==> src/rtl/amr_pkg.sv <==
package amr_pkg;

    localparam int CNT_W = 5;
    localparam int CFG_W = 4 * CNT_W;

    typedef enum logic [2:0] {
        ST_IDLE,
        ST_SETUP,
        ST_STROBE,
        ST_HOLD,
        ST_TURN
    } amr_state_t;

    // Field order fixes the bit positions: wst occupies the LSBs.
    typedef struct packed {
        logic [CNT_W-1:0] whold;
        logic [CNT_W-1:0] idle;
        logic [CNT_W-1:0] rhold;
        logic [CNT_W-1:0] wst;
    } amr_cfg_t;

endpackage

==> src/rtl/amr_ack_sync.sv <==
module amr_ack_sync #(
    parameter int STAGES = 2
) (
    input  logic clk,
    input  logic rst_n,
    input  logic async_in,
    output logic sync_out
);

    logic [STAGES-1:0] chain_q;

    always_ff @(posedge clk or negedge rst_n) begin
        if (!rst_n) chain_q <= '0;
        else        chain_q <= {chain_q[STAGES-2:0], async_in};
    end

    assign sync_out = chain_q[STAGES-1];

endmodule

==> src/rtl/amr_down_cnt.sv <==
module amr_down_cnt #(
    parameter int W = 5
) (
    input  logic         clk,
    input  logic         rst_n,
    input  logic         load,
    input  logic [W-1:0] load_val,
    output logic         zero
);

    logic [W-1:0] cnt_q;

    always_ff @(posedge clk or negedge rst_n) begin
        if (!rst_n)            cnt_q <= '0;
        else if (load)         cnt_q <= load_val;
        else if (cnt_q != '0)  cnt_q <= cnt_q - 1'b1;
    end

    assign zero = (cnt_q == '0);

endmodule

==> src/rtl/amr_ctrl.sv <==
module amr_ctrl
    import amr_pkg::*;
#(
    parameter int AW = 24,
    parameter int DW = 32
) (
    input  logic          clk,
    input  logic          rst_n,
    input  logic          req_valid,
    output logic          req_ready,
    input  logic [AW-1:0] req_addr,
    input  logic [CFG_W-1:0] cfg_word,
    output logic          rd_valid,
    output logic [DW-1:0] rd_data,
    output logic [AW-1:0] mem_addr,
    output logic          mem_sel_n,
    output logic          mem_rd_n,
    input  logic [DW-1:0] mem_data,
    input  logic          mem_ack
);

    amr_state_t state_q, state_d;
    amr_cfg_t   cfg_q;
    logic [AW-1:0] addr_q;
    logic       ack_s;
    logic       cnt_load;
    logic [CNT_W-1:0] cnt_val;
    logic       cnt_zero;
    logic       accept;
    logic       strobe_end;

    amr_ack_sync #(.STAGES(2)) u_sync (
        .clk      (clk),
        .rst_n    (rst_n),
        .async_in (mem_ack),
        .sync_out (ack_s)
    );

    amr_down_cnt #(.W(CNT_W)) u_cnt (
        .clk      (clk),
        .rst_n    (rst_n),
        .load     (cnt_load),
        .load_val (cnt_val),
        .zero     (cnt_zero)
    );

    assign accept     = (state_q == ST_IDLE) && req_valid;
    assign strobe_end = (state_q == ST_STROBE) && (state_d != ST_STROBE);

    // Next-state and counter load decisions
    always_comb begin
        state_d  = state_q;
        cnt_load = 1'b0;
        cnt_val  = '0;
        unique case (state_q)
            ST_IDLE: begin
                if (req_valid) state_d = ST_SETUP;
            end
            ST_SETUP: begin
                state_d  = ST_STROBE;
                cnt_load = 1'b1;
                cnt_val  = (cfg_q.wst == '0) ? '0 : CNT_W'(cfg_q.wst - 1'b1);
            end
            ST_STROBE: begin
                if (cnt_zero && ack_s) begin
                    if (cfg_q.rhold != '0) begin
                        state_d  = ST_HOLD;
                        cnt_load = 1'b1;
                        cnt_val  = CNT_W'(cfg_q.rhold - 1'b1);
                    end else if (cfg_q.idle != '0) begin
                        state_d  = ST_TURN;
                        cnt_load = 1'b1;
                        cnt_val  = CNT_W'(cfg_q.idle - 1'b1);
                    end else begin
                        state_d  = ST_IDLE;
                    end
                end
            end
            ST_HOLD: begin
                if (cnt_zero) begin
                    if (cfg_q.idle != '0) begin
                        state_d  = ST_TURN;
                        cnt_load = 1'b1;
                        cnt_val  = CNT_W'(cfg_q.idle - 1'b1);
                    end else begin
                        state_d  = ST_IDLE;
                    end
                end
            end
            ST_TURN: begin
                if (cnt_zero) state_d = ST_IDLE;
            end
            default: state_d = ST_IDLE;
        endcase
    end

    // State register and request latch
    always_ff @(posedge clk or negedge rst_n) begin
        if (!rst_n) begin
            state_q <= ST_IDLE;
            cfg_q   <= '0;
            addr_q  <= '0;
        end else begin
            state_q <= state_d;
            if (accept) begin
                cfg_q  <= amr_cfg_t'(cfg_word);
                addr_q <= req_addr;
            end
        end
    end

    // Data capture at the strobe's rising edge
    always_ff @(posedge clk or negedge rst_n) begin
        if (!rst_n) begin
            rd_valid <= 1'b0;
            rd_data  <= '0;
        end else begin
            rd_valid <= strobe_end;
            if (strobe_end) rd_data <= mem_data;
        end
    end

    // Bus outputs decoded from state
    always_comb begin
        req_ready = (state_q == ST_IDLE);
        mem_sel_n = !((state_q == ST_SETUP) || (state_q == ST_STROBE) ||
                      (state_q == ST_HOLD));
        mem_rd_n  = (state_q != ST_STROBE);
        mem_addr  = addr_q;
    end

    // ---------------- assertions ----------------
    logic       chk_rd_prev;
    logic [7:0] chk_w;
    logic [7:0] chk_gap;
    logic [7:0] chk_min;
    logic       chk_seen;

    always_ff @(posedge clk or negedge rst_n) begin
        if (!rst_n) begin
            chk_rd_prev <= 1'b1;
            chk_w       <= '0;
            chk_gap     <= '0;
            chk_min     <= '0;
            chk_seen    <= 1'b0;
        end else begin
            chk_rd_prev <= mem_rd_n;
            if (!mem_rd_n) chk_w <= (chk_w == 8'hFF) ? chk_w : chk_w + 1'b1;
            else           chk_w <= '0;
            if (mem_rd_n && !chk_rd_prev) begin
                chk_gap  <= 8'd1;
                chk_seen <= 1'b1;
                chk_min  <= 8'(cfg_q.rhold) + 8'(cfg_q.idle) + 8'd1;
            end else if (mem_rd_n && chk_gap != 8'hFF) begin
                chk_gap  <= chk_gap + 1'b1;
            end
        end
    end

    a_r2_accept: assert property (@(posedge clk) disable iff (!rst_n)
        (req_ready && req_valid) |=> (!mem_sel_n && mem_rd_n));

    a_r3_setup: assert property (@(posedge clk) disable iff (!rst_n)
        $fell(mem_rd_n) |-> ($past(!mem_sel_n) && $past(mem_addr) == mem_addr));

    a_r4_width: assert property (@(posedge clk) disable iff (!rst_n)
        (mem_rd_n && !chk_rd_prev) |->
            (chk_w >= ((cfg_q.wst == '0) ? 8'd1 : 8'(cfg_q.wst))));

    a_r5_ack_hold: assert property (@(posedge clk) disable iff (!rst_n)
        (state_q == ST_STROBE && !ack_s) |=> (state_q == ST_STROBE));

    a_r6_valid: assert property (@(posedge clk) disable iff (!rst_n)
        $rose(mem_rd_n) |-> rd_valid);

    a_r6_pulse: assert property (@(posedge clk) disable iff (!rst_n)
        rd_valid |=> !rd_valid);

    a_r7_hold: assert property (@(posedge clk) disable iff (!rst_n)
        ($rose(mem_rd_n) && cfg_q.rhold != '0) |-> !mem_sel_n);

    a_r8_gap: assert property (@(posedge clk) disable iff (!rst_n)
        (!mem_rd_n && chk_rd_prev && chk_seen) |-> (chk_gap >= chk_min));

endmodule

==> config.mk <==
export PLATFORM = sky130hd
export DESIGN_NAME = amr_ctrl
export DESIGN_NICKNAME = d
export VERILOG_FILES = /design/src/rtl/amr_pkg.sv /design/src/rtl/amr_ack_sync.sv /design/src/rtl/amr_down_cnt.sv /design/src/rtl/amr_ctrl.sv
export SDC_FILE = /design/constraint.sdc
export NUM_CORES = 1
export LEC_CHECK = 0
export BUFFER_PORTS_ARGS = -buffer_cell sky130_fd_sc_hd__buf_2
export CORE_MARGIN = 2
export CORE_UTILIZATION = 42
export DETAILED_ROUTE_END_ITERATION = 10
export PLACE_DENSITY = 0.74
export SETUP_SLACK_MARGIN = 0.15
export SYNTH_ARGS = -nofsm -noshare
export SYNTH_HDL_FRONTEND = slang
export SYNTH_SLANG_ARGS = --single-unit
==> constraint.sdc <==
create_clock -name clk -period 2.7 [get_ports clk]
set_input_delay 0.135 -clock clk [delete_from_list [all_inputs] [get_ports clk]]
set_output_delay 0.135 -clock clk [all_outputs]
set_load 0.03 [all_outputs]
# After elaboration in Yosys (flattened, before gate mapping)
# Cells that the tools add are included.
# word_totals
ff_bits,82
in_bits,80
word_cells,52
# op_classes
add_sub_neg,4
eq_ne,6
mux,20
n_reduce_logical,13
# op_table
operator,n
5-bit 2-to-1 mux,7
5-bit by 1-bit subtractor with 5-bit output (second input constant),4
3-bit 2-to-1 mux,6
3-bit case mux with 5 select lines,1
5-bit case mux with 3 select lines,1
5-bit nonzero test,3
5-bit zero test,2
3-bit by 2-bit == test with 1-bit output (second input constant),2
3-bit by 2-bit inequality test with 1-bit output (second input constant),2
1-bit 2-to-1 mux,4
3-bit by 1-bit == test with 1-bit output (second input constant),1
3-bit == test (second input constant),1
1-bit logical AND,3
3-bit zero test,1
1-bit case mux with 3 select lines,1
1-bit logical OR,2
2-bit nonzero test,1
1-bit zero test,1

# Depth between registers and ports, before layout
# Gate-level depths: netlist (run 1).
# depth
word_depth,7
mapped_depth,8
ltp_nobuf,7

# Cells and area by module
# Synthesis (run 1) repeated with hierarchy kept, for this count alone.
# unflattened
cells_unflattened,258
area_unflattened_um2,3559.7
# modules_own_cells
mod,n_inst,cells_each,area_each_um2,seq_area_each_um2
amr_ctrl,1,229,3230.6,1876.8
amr_down_cnt,1,27,279.0,125.1
amr_ack_sync,1,2,50.0,50.0

# Worst setup path after synthesis (run 1)
# OpenSTA, ideal clock, no wires.
# synth_path
path_type,register to register
from,reg state_q[1]
to,"reg addr_q[10], in the netlist mem_addr[10]"
t_arrival_ps,1678
path_slack_ps,897
stages_incl_launch_ff,7
path_buffers,3
path_cell_list,dfrtp_1 > buf_4 > nor3_4 > and2_1 > buf_4 > buf_6 > mux2_2
# synth_between
elab_chain_len,2
# synth_rtl
item,line_no,source
"start, declared",amr_ctrl.sv:22,"amr_state_t state_q, state_d;"
"start signal, assigned",amr_ctrl.sv:104,state_q <= state_d;
3-bit zero test,--,
net req_ready,amr_ctrl.sv:10,"output logic req_ready,"
1-bit logical AND,amr_ctrl.sv:47,assign accept = (state_q == ST_IDLE) && req_valid;
"end signal, assigned",amr_ctrl.sv:107,addr_q <= req_addr;
"end, declared",amr_ctrl.sv:24,logic [AW-1:0] addr_q;
# The timed path passes the listed nets, and every way through them passes these cells.
# A chain may end at the register's enable or synchronous reset.

# Worst setup path after layout (run 1)
# layout_path
from,reg state_q[1]
to,reg cfg_q[13] (netlist bit)
# layout_between
elab_chain_len,2
# layout_rtl
item,line_no,source
3-bit zero test,amr_ctrl.sv:47,
1-bit logical AND,amr_ctrl.sv:47,
"end signal, assigned",amr_ctrl.sv:106,cfg_q <= amr_cfg_t'(cfg_word);
"end, declared",amr_ctrl.sv:23,amr_cfg_t cfg_q;
# Every way passes these cells.

==> results of run 1 <==
-- metal layers --
metal | share of wire | global-route usage | up-vias
li1 | - | - | 1458
met4 | 0.026 | 0.0769 | 0
met3 | 0.052 | 0.0381 | 20
met1 | 0.42 | 0.226 | 1407
met5 | 0 | 0 | -
met2 | 0.50 | 0.309 | 86
-- state kept, by name, summed over array words and instances, names as in the netlist --
| signal | flops |
|---|---|
| mem_addr | 24 |
| state_q | 3 |
| rd_valid | 1 |
| rd_data | 32 |
| cfg_q | 15 |
| u_sync.chain_q | 2 |
| u_cnt.cnt_q | 5 |
-- cell usage after synthesis (2+ instances only) --
| cell type | count | share of area |
|---|---|---|
| nand3b_1 | 2 | 0.0041 |
| clkbuf_1 | 2 | 0.0020 |
| o21ai_0 | 12 | 0.016 |
| mux2_2 | 33 | 0.10 |
| or3_1 | 3 | 0.0051 |
| nor3_1 | 4 | 0.0055 |
| or4b_4 | 2 | 0.0075 |
| nor2_1 | 4 | 0.0041 |
| dfrtp_1 | 82 | 0.56 |
| xnor2_1 | 6 | 0.014 |
| nor4b_4 | 2 | 0.013 |
| nand2b_1 | 4 | 0.0068 |
| a31oi_1 | 2 | 0.0034 |
| and2_1 | 3 | 0.0051 |
| buf_2 | 6 | 0.0082 |
| a211oi_1 | 3 | 0.0061 |
| o22a_1 | 2 | 0.0048 |
| inv_1 | 8 | 0.0082 |
| ha_1 | 5 | 0.017 |
| o211ai_1 | 2 | 0.0041 |
| nand2_1 | 105 | 0.11 |
| buf_6 | 4 | 0.012 |
| buf_4 | 3 | 0.0061 |
| a21oi_1 | 3 | 0.0041 |
-- power breakdown --
part	switching (W)	internal, W
Sequential	0.000434	0.00184
Clock	0.000437	0.000552
Combinational	0.00186	0.00119
-- worst max-delay path by stage --
stage,to,slack [ns],depth (start not counted)
CTS,cfg_q[13]$_DFFE_PN0P_,0.76,4
global route,u_cnt.cnt_q[4]$_DFFE_PN0P_,0.54,6
floorplan,mem_addr[10]$_DFFE_PN0P_,0.90,6
finish,cfg_q[13]$_DFFE_PN0P_,0.76,4
global placement,u_cnt.cnt_q[4]$_DFFE_PN0P_,0.82,6
detailed placement,cfg_q[13]$_DFFE_PN0P_,0.77,4
-- area by class of cell --
type                       instances  area [um^2]
fill                             760         3590
multi-input combinational        225         1480
inverter                           9         33.8
tap                              108          135
clock buffer                      11          141
clock inverter                     5         85.1
timing repair buffer             176         1080
sequential                        82         2050
-- cells in the final DEF, fill, tap and decap left out, drive strengths merged, types with 2 or more instances in the layout --
master,n
xnor2,6
nor2,5
dlygate4sd3,37
a211oi,3
clkinv,2
inv,9
a31oi,2
nor3,5
o22a,2
o21ai,14
nand2b,5
dfrtp,82
nand3,2
or3,3
nor3b,2
buf,139
ha,5
nor4b,3
a21oi,3
clkbuf,11
bufinv,2
mux2,33
nand3b,2
nand2,106
or4b,2
and2,3
o211ai,2
-- worst register-to-register path: stages (launching register included) --
cell     delay (ns)
dfrtp_1        0.53
nor3_4         0.27
and2_2         0.17
buf_4          0.43
mux2_2         0.44
-- cell families after synthesis --
| logic type | Yosys count | synth area share |
|---|---|---|
| AOI/OAI and AO/OA | 35 | 0.0666 |
| xor gates and xnor gates | 7 | 0.0167 |
| adders and majority gates | 5 | 0.0171 |
| buffers and inverters | 24 | 0.0379 |
| DFF | 82 | 0.560 |
| muxes | 34 | 0.104 |
| and+or+nand+nor | 144 | 0.198 |
-- through the flow --
stage	std cells	power, W	worst slack [ns]	hold slack, ns	util
2_1_floorplan	331	0.00450	0.897	-0.161	-
3_3_place_gp	563	0.00521	0.816	0.245	0.513
3_5_place_dp	563	0.00530	0.773	0.245	0.513
4_1_cts	616	0.00636	0.758	0.00166	0.582
5_1_grt	616	0.00674	0.542	0.00898	0.582
6_report	616	0.00631	0.764	0.00758	0.582
==> reports/summary.json, run 1 <==
{
  "detailed_routing": {
    "post_drt_wl_per_cell_um": 13.4,
    "totalWireLength_mm": 8.27,
    "first_pass_iters": 4,
    "dr_total_vias": 2971,
    "drcViolationCount": 0,
    "drt-initial-drc-count": 75,
    "route.detailed.vias_per_inst": 4.82,
    "drtAntennaViolNets": 0
  },
  "min_path": {
    "hp-class": "in2reg",
    "hold_start": "cfg_word[6]",
    "min_delay_path_depth": 3,
    "hold-path-endpoint": "cfg_q[6]$_DFFE_PN0P_"
  },
  "global_routing": {
    "track_usage": 0.182,
    "grt-ovfl-total": 0,
    "grt_antenna_before_repair": 0,
    "maximum_number_of_pins_on_one_net_before_global_route_repair": 83,
    "grt_pass1_wl_mm": 14.2,
    "grt_pass1_vias": 3093
  },
  "logic_synthesis": {
    "synth_enable_flop_cells": 0,
    "synth_sequential_area_ratio": 0.560,
    "synthesis.yosys.warnings": 0,
    "syn_inst": 331,
    "synth.net_count": 416,
    "synth.avg_cell_area_um2": 11.1,
    "yosys_register_bits": 82,
    "synth_async_sr_flop_share": 1.00,
    "synth_top_flop_cell": "dfrtp_1",
    "number_of_unique_standard_cell_types_used_by_synthesis": 53,
    "synth.cell_area_um2": 3670
  },
  "placed_design": {
    "gp_congestion": 0.803,
    "hpwl_mm": 5.60,
    "quantity_of_i_o_buffers_inserted_on_ports": 134,
    "total_placed_instance_area_um2": 4410
  },
  "critical_path": {
    "r2r_end": "cfg_q[13]$_DFFE_PN0P_",
    "worst-endpoint-arrival_ns": 2.16,
    "crit_path_max_fanout": 45,
    "r2r_cells": 4,
    "critical_path_buf_inv_count": 1,
    "critPathLaunch": "state_q[1]$_DFF_PN0_",
    "critical_path_class": "reg2reg",
    "path_cells": "nor3_4 -> and2_2 -> buf_4 -> mux2_2",
    "crit_path_max_incr_delay_ns": 0.53,
    "setup.worst_path.start_class": "flip-flop",
    "crit-reg2reg-launch": "state_q[1]$_DFF_PN0_",
    "r2r_setup_slack_ns": 0.76,
    "top_delay_family_on_crit_path": "flip-flops",
    "timing.critical_path.required_ns": 2.93,
    "cp_slowest_cell": "dfrtp_1",
    "worstSetupEndpointType": "flip-flop"
  },
  "pwr": {
    "vdd_drop_max_mv": 0.602,
    "power.density_cell_area_nw_per_um2": 1260,
    "leakage_power_total_nw": 2.43
  },
  "finish": {
    "design.final.nets": 588,
    "flow.area_growth_from_synthesis_pct": 36.5,
    "stdcell_area_um2": 5000,
    "final_layout_size_suffix_gt1_frac": 0.402,
    "antenna-diode-count": 0
  },
  "clock_tree": {
    "cts_resized": 0,
    "tritoncts_num_sinks": 82,
    "cts_setup_buffers": 0,
    "clockRootBuffer": "clkbuf_8",
    "cts_inserted_buffers": 9,
    "hold_buffers": 37,
    "max-clock-path-buffers": 2,
    "cts-htree-levels": 3,
    "cts_tree": "yes",
    "clk_pin_slew_ns": 0.08,
    "clk_latency_ns": 0.34
  },
  "floorplanning": {
    "initial_core_util": 0.427,
    "floorplan.rows": 34,
    "fp.dieArea_um2": 9490,
    "dieHeight_um": 97.4,
    "io-pin-count": 140,
    "die_x_um": 97.4,
    "fp.coreArea_um2": 8590
  },
  "sta": {
    "slew_violations": 0,
    "final_period_minus_worst_setup_slack_ns": 1.94,
    "fmax_mhz": 517,
    "maximum_clock_skew_at_final_layout_ns": 0.00989,
    "final.setup.tns_ns": 0,
    "worstMarginPinSlew_ns": 1.01,
    "setup_repair_after_global_routing_missed_its_margin": "no",
    "slew_headroom": 0.329,
    "timing_hold_violations_final": 0,
    "final-setup-viol-count": 0,
    "post-route-period-util": 0.717
  },
  "run": {
    "drv_cap": 0
  },
  "outcome": {
    "outcome": "finished, final reports clean"
  }
}
No activity file was read; power rests on OpenSTA's default activity.
==> run 2: changes to the inputs <==
==> constraint.sdc (replaced) <==
create_clock -name clk -period 2 [get_ports clk]
set_input_delay 0.1 -clock clk [delete_from_list [all_inputs] [get_ports clk]]
set_output_delay 0.1 -clock clk [all_outputs]
set_load 0.03 [all_outputs]
==> reports/summary.json, run 2 (synthesized netlist as in run 1, its figures left out) <==
{
  "clock_tree": {
    "max-clock-path-buffers": {"value": 2, "change": "unchanged"},
    "clk_pin_slew": {"value": 0.09, "unit": "ns", "change": "about the same"},
    "cts-htree-levels": {"value": 3, "change": "unchanged"},
    "clockRootBuffer": "clkbuf_8",
    "clk_latency": {"value": 0.35, "unit": "ns", "change": "about the same"},
    "cts_tree": "yes",
    "cts_inserted_buffers": {"value": 9, "change": "unchanged"},
    "tritoncts_num_sinks": {"value": 82, "change": "unchanged"}
  },
  "pwr": {
    "leakage_power_total": {"value": 2.64, "unit": "nW", "change": "+8.8%"},
    "intPower": {"value": 0.00497, "unit": "W", "change": "+39%"},
    "vdd_drop_max": {"value": 0.744, "unit": "mV", "change": "+24%"},
    "portion_of_total_power_attributed_to_the_clock_network": {"value": 0.144, "change": "-0.013"},
    "power.density_cell_area": {"value": 1600, "unit": "nW/um^2", "change": "+27%"},
    "power_frac_seq": {"value": 0.350, "change": "-0.010"},
    "switchingPower": {"value": 0.00386, "unit": "W", "change": "+41%"},
    "pwr-share-comb": {"value": 0.506, "change": "+0.022"},
    "report.power.total": {"value": 0.00883, "unit": "W", "change": "+40%"},
    "p_sw_frac": {"value": 0.437, "change": "+0.00470"}
  },
  "detailed_routing": {
    "drcViolationCount": {"value": 0, "change": "unchanged"},
    "totalWireLength": {"value": 9.40, "unit": "mm", "change": "+14%"},
    "dr_total_vias": {"value": 3175, "change": "+6.9%"},
    "route.detailed.vias_per_inst": {"value": 4.79, "change": "-0.71%"},
    "post_drt_wl_per_cell": {"value": 14.2, "unit": "um", "change": "+5.6%"},
    "drt-initial-drc-count": {"value": 158, "change": "+110%"},
    "first_pass_iters": {"value": 4, "change": "unchanged"},
    "drtAntennaViolNets": {"value": 0, "change": "unchanged"}
  },
  "placed_design": {
    "quantity_of_i_o_buffers_inserted_on_ports": {"value": 134, "change": "unchanged"},
    "gp_congestion": {"value": 0.778, "change": "-3.1%"},
    "hpwl": {"value": 5.68, "unit": "mm", "change": "+1.3%"}
  },
  "critical_path": {
    "worstSetupEndpointType": "flip-flop",
    "worst-endpoint-arrival": {"value": 2.05, "unit": "ns", "change": "-0.11 ns"},
    "timing.critical_path.required": {"value": 2.23, "unit": "ns", "change": "-0.70 ns"},
    "crit_path_max_fanout": {"value": 4, "change": "-91%"},
    "setup.worst_path.start_class": "flip-flop",
    "critical_path_class": "reg2reg"
  },
  "finish": {
    "number_of_flip_flops_under_the_largest_register_name": {"value": 32, "change": "unchanged"},
    "final_cell_mix": "buf_2 (133), nand2_1 (104), dfrtp_1 (82), dlygate4sd3_1 (72), mux2_2 (33)",
    "design.final.nets": {"value": 635, "change": "+8.0%"},
    "final_layout_size_suffix_gt1_frac": {"value": 0.405, "change": "+0.00383"},
    "most_frequent_standard_cell_in_the_layout_excluding_fill_and_tap_cells": "buf_2",
    "flow.area_growth_from_synthesis_pct": 50.7,
    "regMostFlops": "rd_data",
    "antenna-diode-count": {"value": 0, "change": "unchanged"}
  },
  "global_routing": {
    "grt_pass1_vias": {"value": 3368, "change": "+8.9%"},
    "grt_pass1_wl": {"value": 15.1, "unit": "mm", "change": "+6.7%"},
    "grt-ovfl-total": {"value": 0, "change": "unchanged"},
    "grt_antenna_before_repair": {"value": 0, "change": "unchanged"},
    "maximum_number_of_pins_on_one_net_before_global_route_repair": {"value": 46, "change": "-45%"},
    "track_usage": {"value": 0.196, "change": "+0.0142"}
  },
  "floorplanning": {
    "die_x": {"value": 97.4, "unit": "um", "change": "unchanged"},
    "dieHeight": {"value": 97.4, "unit": "um", "change": "unchanged"},
    "initial_core_util": {"value": 0.427, "change": "unchanged"},
    "io-pin-count": {"value": 140, "change": "unchanged"},
    "fp.coreArea": {"value": 8590, "unit": "um^2", "change": "unchanged"},
    "fp.dieArea": {"value": 9490, "unit": "um^2", "change": "unchanged"},
    "floorplan.rows": {"value": 34, "change": "unchanged"}
  },
  "sta": {
    "setup_repair_after_global_routing_missed_its_margin": "yes",
    "timing_hold_violations_final": {"value": 0, "change": "unchanged"},
    "final.setup.tns": {"value": 0, "unit": "ns", "change": "unchanged"},
    "worstMarginPinSlew": {"value": 0.486, "unit": "ns", "change": "-0.521 ns"},
    "slew_violations": {"value": 0, "change": "unchanged"},
    "final-setup-viol-count": {"value": 0, "change": "unchanged"},
    "post-route-period-util": {"value": 0.908, "change": "+0.191"},
    "fmax": {"value": 551, "unit": "MHz", "change": "+6.6%"},
    "finalHoldWorstSlack": {"value": 0.0139, "unit": "ns", "change": "+0.00637 ns"},
    "maximum_clock_skew_at_final_layout": {"value": 0.0124, "unit": "ns", "change": "+0.00249 ns"},
    "final_period_minus_worst_setup_slack": {"value": 1.82, "unit": "ns", "change": "-0.120 ns"},
    "slew_headroom": {"value": 0.676, "change": "+0.347"}
  },
  "min_path": {
    "hp-class": "in2reg"
  },
  "outcome": {
    "outcome": "finished, final reports clean"
  },
  "run": {
    "drv_cap": {"value": 0, "change": "unchanged"}
  }
}
[run 2: timing repair]
| action | 4_1_cts | 5_1_grt |
|---|---|---|
| buffers inserted | 0 | 9 |
| pin swaps | 0 | 5 |
| gates resized for setup | 1 | 12 |
| endpoints found under the hold margin | 109 | 0 |
| hold buffers | 72 | 0 |
| endpoints found under the setup margin | 1 | 38 |
[run 2: critical path, stage by stage, from the launching register on]
cell and delay [ns]:
dfrtp_1 0.39, inv_1 0.08, ha_2 0.19, nor4b_4 0.13, buf_4 0.15, o32ai_4 0.33, a211oi_2 0.11, o32a_2 0.32
[run 2: final timing paths]
path	end	depth (start not counted)	from	slack [ns]
max in group asynchronous	cfg_q[8]$_DFFE_PN0P_	3	rst_n	1.12
worst min register to register	u_sync.chain_q[1]$_DFF_PN0_	0	u_sync.chain_q[0]$_DFF_PN0_	0.36
worst max register to register	u_cnt.cnt_q[4]$_DFFE_PN0P_	7	cfg_q[10]$_DFFE_PN0P_	0.18
min in group asynchronous	mem_addr[10]$_DFFE_PN0P_	2	rst_n	0.26
worst min-delay path	cfg_q[8]$_DFFE_PN0P_	2	cfg_word[8]	0.01
worst max-delay path	u_cnt.cnt_q[4]$_DFFE_PN0P_	7	cfg_q[10]$_DFFE_PN0P_	0.18
[run 2: routing by layer]
layer,track usage,wire [um]
met1,0.222,3760
met2,0.357,5010
met3,0.0417,410
met4,0.0823,219
met5,0,0
[run 2: area by class of cell]
class,count,area [um^2]
well taps,108,135
multi-input cells,225,1530
inverters,9,33.8
clock inverters,5,60.1
clock buffers,11,151
flip-flops and latches,82,2050
fillers,663,3070
repair buffers,223,1560
[run 2: stage by stage]
step           cell area [um^2]  cells  worst slack (ns)   util
5_1_grt                    5520    663             0.105  0.643
2_1_floorplan              3670    331             0.197      -
3_5_place_dp               4470    566             0.160  0.520
3_3_place_gp               4470    566             0.204  0.520
6_report                   5520    663             0.184  0.643
4_1_cts                    5400    654             0.155  0.629
[run 2: power groups by stage]
stage	clock network (W)	registers, W	logic, W
3_5_place_dp	0	0.00310	0.00411
5_1_grt	0.00135	0.00320	0.00482
4_1_cts	0.00131	0.00307	0.00424
3_3_place_gp	0	0.00305	0.00404
2_1_floorplan	0	0.00414	0.00193
6_report	0.00127	0.00309	0.00447
==> run 3: changes to the inputs <==
--- a/config.mk
+++ b/config.mk
@@ -8,9 +8,12 @@
 export BUFFER_PORTS_ARGS = -buffer_cell sky130_fd_sc_hd__buf_2
 export CORE_MARGIN = 2
 export CORE_UTILIZATION = 42
+export CTS_BUF_LIST = sky130_fd_sc_hd__clkbuf_16
 export DETAILED_ROUTE_END_ITERATION = 10
+export HOLD_SLACK_MARGIN = 0.12
 export PLACE_DENSITY = 0.74
 export SETUP_SLACK_MARGIN = 0.15
+export SLEW_MARGIN = 20
 export SYNTH_ARGS = -nofsm -noshare
 export SYNTH_HDL_FRONTEND = slang
 export SYNTH_SLANG_ARGS = --single-unit
==> reports/summary.json, run 3 (synthesized netlist as in run 1, its figures left out) <==
{
  "pwr": {
    "leakage_power_total": {"value": 2.67, "unit": "nW", "change": "+1.1%"},
    "portion_of_total_power_attributed_to_the_clock_network": {"value": 0.177, "change": "+0.033"},
    "power_frac_seq": {"value": 0.339, "change": "-0.011"},
    "p_sw_frac": {"value": 0.426, "change": "-0.0117"},
    "switchingPower": {"value": 0.00388, "unit": "W", "change": "+0.62%"},
    "vdd_drop_max": {"value": 0.804, "unit": "mV", "change": "+8.0%"},
    "power.density_cell_area": {"value": 1630, "unit": "nW/um^2", "change": "+2.0%"},
    "pwr-share-comb": {"value": 0.484, "change": "-0.022"},
    "intPower": {"value": 0.00524, "unit": "W", "change": "+5.6%"}
  },
  "finish": {
    "final_layout_size_suffix_gt1_frac": {"value": 0.395, "change": "-0.0101"},
    "design.final.nets": {"value": 634, "change": "-0.16%"},
    "number_of_flip_flops_under_the_largest_register_name": {"value": 32, "change": "unchanged"},
    "antenna-diode-count": {"value": 0, "change": "unchanged"},
    "regMostFlops": "rd_data",
    "multi_input_area": {"value": 1530, "unit": "um^2", "change": "-0.16%"},
    "flow.area_growth_from_synthesis_pct": 52.8,
    "num-fill-cells": {"value": 656, "change": "-1.1%"},
    "final-instance-count-excl-fill": {"value": 662, "change": "-0.15%"},
    "most_frequent_standard_cell_in_the_layout_excluding_fill_and_tap_cells": "buf_2",
    "seq_area": {"value": 2050, "unit": "um^2", "change": "unchanged"},
    "postLayoutCoreUtil": {"value": 0.652, "change": "+0.00888"},
    "final_cell_mix": "buf_2 (133), nand2_1 (104), dfrtp_1 (82), dlygate4sd3_1 (74), mux2_2 (33)"
  },
  "placed_design": {
    "gp_congestion": {"value": 0.778, "change": "unchanged"},
    "hpwl": {"value": 5.68, "unit": "mm", "change": "unchanged"},
    "quantity_of_i_o_buffers_inserted_on_ports": {"value": 134, "change": "unchanged"},
    "dpl.cell_count": {"value": 566, "change": "unchanged"},
    "dp_slack": {"value": 0.160, "unit": "ns", "change": "unchanged"}
  },
  "clock_tree": {
    "cts-htree-levels": {"value": 3, "change": "unchanged"},
    "cts_inserted_buffers": {"value": 9, "change": "unchanged"},
    "max-clock-path-buffers": {"value": 2, "change": "unchanged"},
    "clk_pin_slew": {"value": 0.06, "unit": "ns", "change": "-0.03 ns"},
    "clk_latency": {"value": 0.33, "unit": "ns", "change": "-0.02 ns"},
    "clockRootBuffer": "clkbuf_16",
    "cts_tree": "yes",
    "tritoncts_num_sinks": {"value": 82, "change": "unchanged"}
  },
  "sta": {
    "final_period_minus_worst_setup_slack": {"value": 1.81, "unit": "ns", "change": "-0.00899 ns"},
    "timing_hold_violations_final": {"value": 0, "change": "unchanged"},
    "setup_repair_after_global_routing_missed_its_margin": "yes",
    "post-route-period-util": {"value": 0.904, "change": "-0.00450"},
    "slew_headroom": {"value": 0.676, "change": "about the same"},
    "fmax": {"value": 553, "unit": "MHz", "change": "+0.50%"},
    "final-setup-viol-count": {"value": 0, "change": "unchanged"},
    "worstMarginPinSlew": {"value": 0.486, "unit": "ns", "change": "+0.000111 ns"},
    "final.setup.tns": {"value": 0, "unit": "ns", "change": "unchanged"},
    "setup_ws": {"value": 0.193, "unit": "ns", "change": "+0.00899 ns"},
    "slew_violations": {"value": 0, "change": "unchanged"},
    "maximum_clock_skew_at_final_layout": {"value": 0.00827, "unit": "ns", "change": "-0.00411 ns"}
  },
  "detailed_routing": {
    "drcViolationCount": {"value": 0, "change": "unchanged"},
    "drtAntennaViolNets": {"value": 0, "change": "unchanged"},
    "first_pass_iters": {"value": 4, "change": "unchanged"},
    "post_drt_wl_per_cell": {"value": 14.0, "unit": "um", "change": "-1.2%"},
    "dr_total_vias": {"value": 3199, "change": "+0.76%"},
    "drt-initial-drc-count": {"value": 152, "change": "-3.8%"},
    "route.detailed.vias_per_inst": {"value": 4.83, "change": "+0.91%"},
    "totalWireLength": {"value": 9.27, "unit": "mm", "change": "-1.4%"}
  },
  "outcome": {
    "outcome": "finished, final reports clean"
  },
  "critical_path": {
    "r2r_end": "u_cnt.cnt_q[4]$_DFFE_PN0P_",
    "timing.critical_path.required": {"value": 2.21, "unit": "ns", "change": "-0.02 ns"},
    "crit-reg2reg-launch": "cfg_q[10]$_DFFE_PN0P_",
    "r2r_cells": {"value": 7, "change": "unchanged"},
    "worstSetupEndpointType": "flip-flop",
    "crit_path_max_fanout": {"value": 4, "change": "unchanged"},
    "r2r_setup_slack": {"value": 0.19, "unit": "ns", "change": "about the same"},
    "critical_path_class": "reg2reg",
    "worst-endpoint-arrival": {"value": 2.01, "unit": "ns", "change": "-0.04 ns"},
    "setup.worst_path.start_class": "flip-flop"
  },
  "global_routing": {
    "track_usage": {"value": 0.197, "change": "+0.000491"},
    "maximum_number_of_pins_on_one_net_before_global_route_repair": {"value": 46, "change": "unchanged"},
    "grt-ovfl-total": {"value": 0, "change": "unchanged"},
    "grt_antenna_before_repair": {"value": 0, "change": "unchanged"},
    "grt_pass1_vias": {"value": 3371, "change": "+0.089%"},
    "grt_pass1_wl": {"value": 15.2, "unit": "mm", "change": "+0.50%"}
  },
  "floorplanning": {
    "dieHeight": {"value": 97.4, "unit": "um", "change": "unchanged"},
    "fp.coreArea": {"value": 8590, "unit": "um^2", "change": "unchanged"},
    "floorplan.rows": {"value": 34, "change": "unchanged"},
    "initial_core_util": {"value": 0.427, "change": "unchanged"},
    "die_x": {"value": 97.4, "unit": "um", "change": "unchanged"},
    "fp.dieArea": {"value": 9490, "unit": "um^2", "change": "unchanged"},
    "io-pin-count": {"value": 140, "change": "unchanged"}
  },
  "min_path": {
    "hp-class": "in2async"
  },
  "run": {
    "drv_cap": {"value": 0, "change": "unchanged"}
  }
}
==> run 3: changes by cell type in the layout (fill, tap and decap cells not counted), moves of 2 or more <==
cell	delta
clkbuf_16	+9
clkinv_1	+2
dlygate4sd3_1	+2
clkbuf_8	-11
buf_4	-3
==> run 3: worst max path at each step <==
stage / slack, ns / from / endpoint / cells after the start
after detailed placement: 0.16 / cfg_q[5]$_DFFE_PN0P_ / u_cnt.cnt_q[3]$_DFFE_PN0P_ / 6
after global placement: 0.20 / cfg_q[5]$_DFFE_PN0P_ / u_cnt.cnt_q[3]$_DFFE_PN0P_ / 6
after CTS: 0.16 / u_cnt.cnt_q[0]$_DFFE_PN0P_ / rd_data[7]$_DFFE_PN0P_ / 8
final: 0.19 / cfg_q[10]$_DFFE_PN0P_ / u_cnt.cnt_q[4]$_DFFE_PN0P_ / 7
after global routing: 0.11 / cfg_q[11]$_DFFE_PN0P_ / u_cnt.cnt_q[4]$_DFFE_PN0P_ / 7
after floorplan: 0.20 / state_q[1]$_DFF_PN0_ / mem_addr[10]$_DFFE_PN0P_ / 6
==> run 3: layout make-up <==
type	count	share of cell area
Clock buffer	9	0.0402
Inverter	9	0.00603
Tap cell	108	0.0241
Clock inverter	7	0.0121
Timing Repair Buffer	222	0.278
Sequential cell	82	0.366
Multi-Input combinational cell	225	0.273
==> run 3: power groups by stage <==
stage	clock network (W)	registers, W	logic, W
floorplan	0	0.00414	0.00193
global placement	0	0.00305	0.00404
detailed placement	0	0.00310	0.00411
CTS	0.00166	0.00308	0.00424
global route	0.00173	0.00321	0.00476
finish	0.00162	0.00309	0.00442
==> run 3: timing repair <==
action,in CTS,in global routing
gates resized for setup,1,10
hold buffers,74,0
buffers inserted,0,6
endpoints found under the hold margin,111,0
gates cloned,0,0
pin swaps,0,7
setup endpoints to repair,1,38
==> run 3: layer usage <==
| layer | wire length, um | vias to the layer above | GRT usage |
|---|---|---|---|
| met5 | 0 | - | 0 |
| met4 | 212 | 0 | 0.0791 |
| met3 | 399 | 20 | 0.0424 |
| met2 | 4900 | 83 | 0.356 |
| met1 | 3760 | 1549 | 0.226 |
| li1 | - | 1547 | - |
==> run 3: through the flow <==
stage          cell area (um^2)  power, W  hold slack [ns]
6_report                   5600   0.00913            0.283
3_5_place_dp               4470   0.00720            0.101
2_1_floorplan              3670   0.00607           -0.196
4_1_cts                    5500   0.00899            0.291
5_1_grt                    5600   0.00970            0.329
3_3_place_gp               4470   0.00709           0.0980
==> run 3: worst max-delay path, stage by stage (launching register included) <==
cell	delay [ns]
dfrtp_1	0.38
inv_1	0.08
ha_2	0.19
nor4b_4	0.13
buf_4	0.15
o32ai_4	0.33
a211oi_2	0.11
o32a_2	0.32
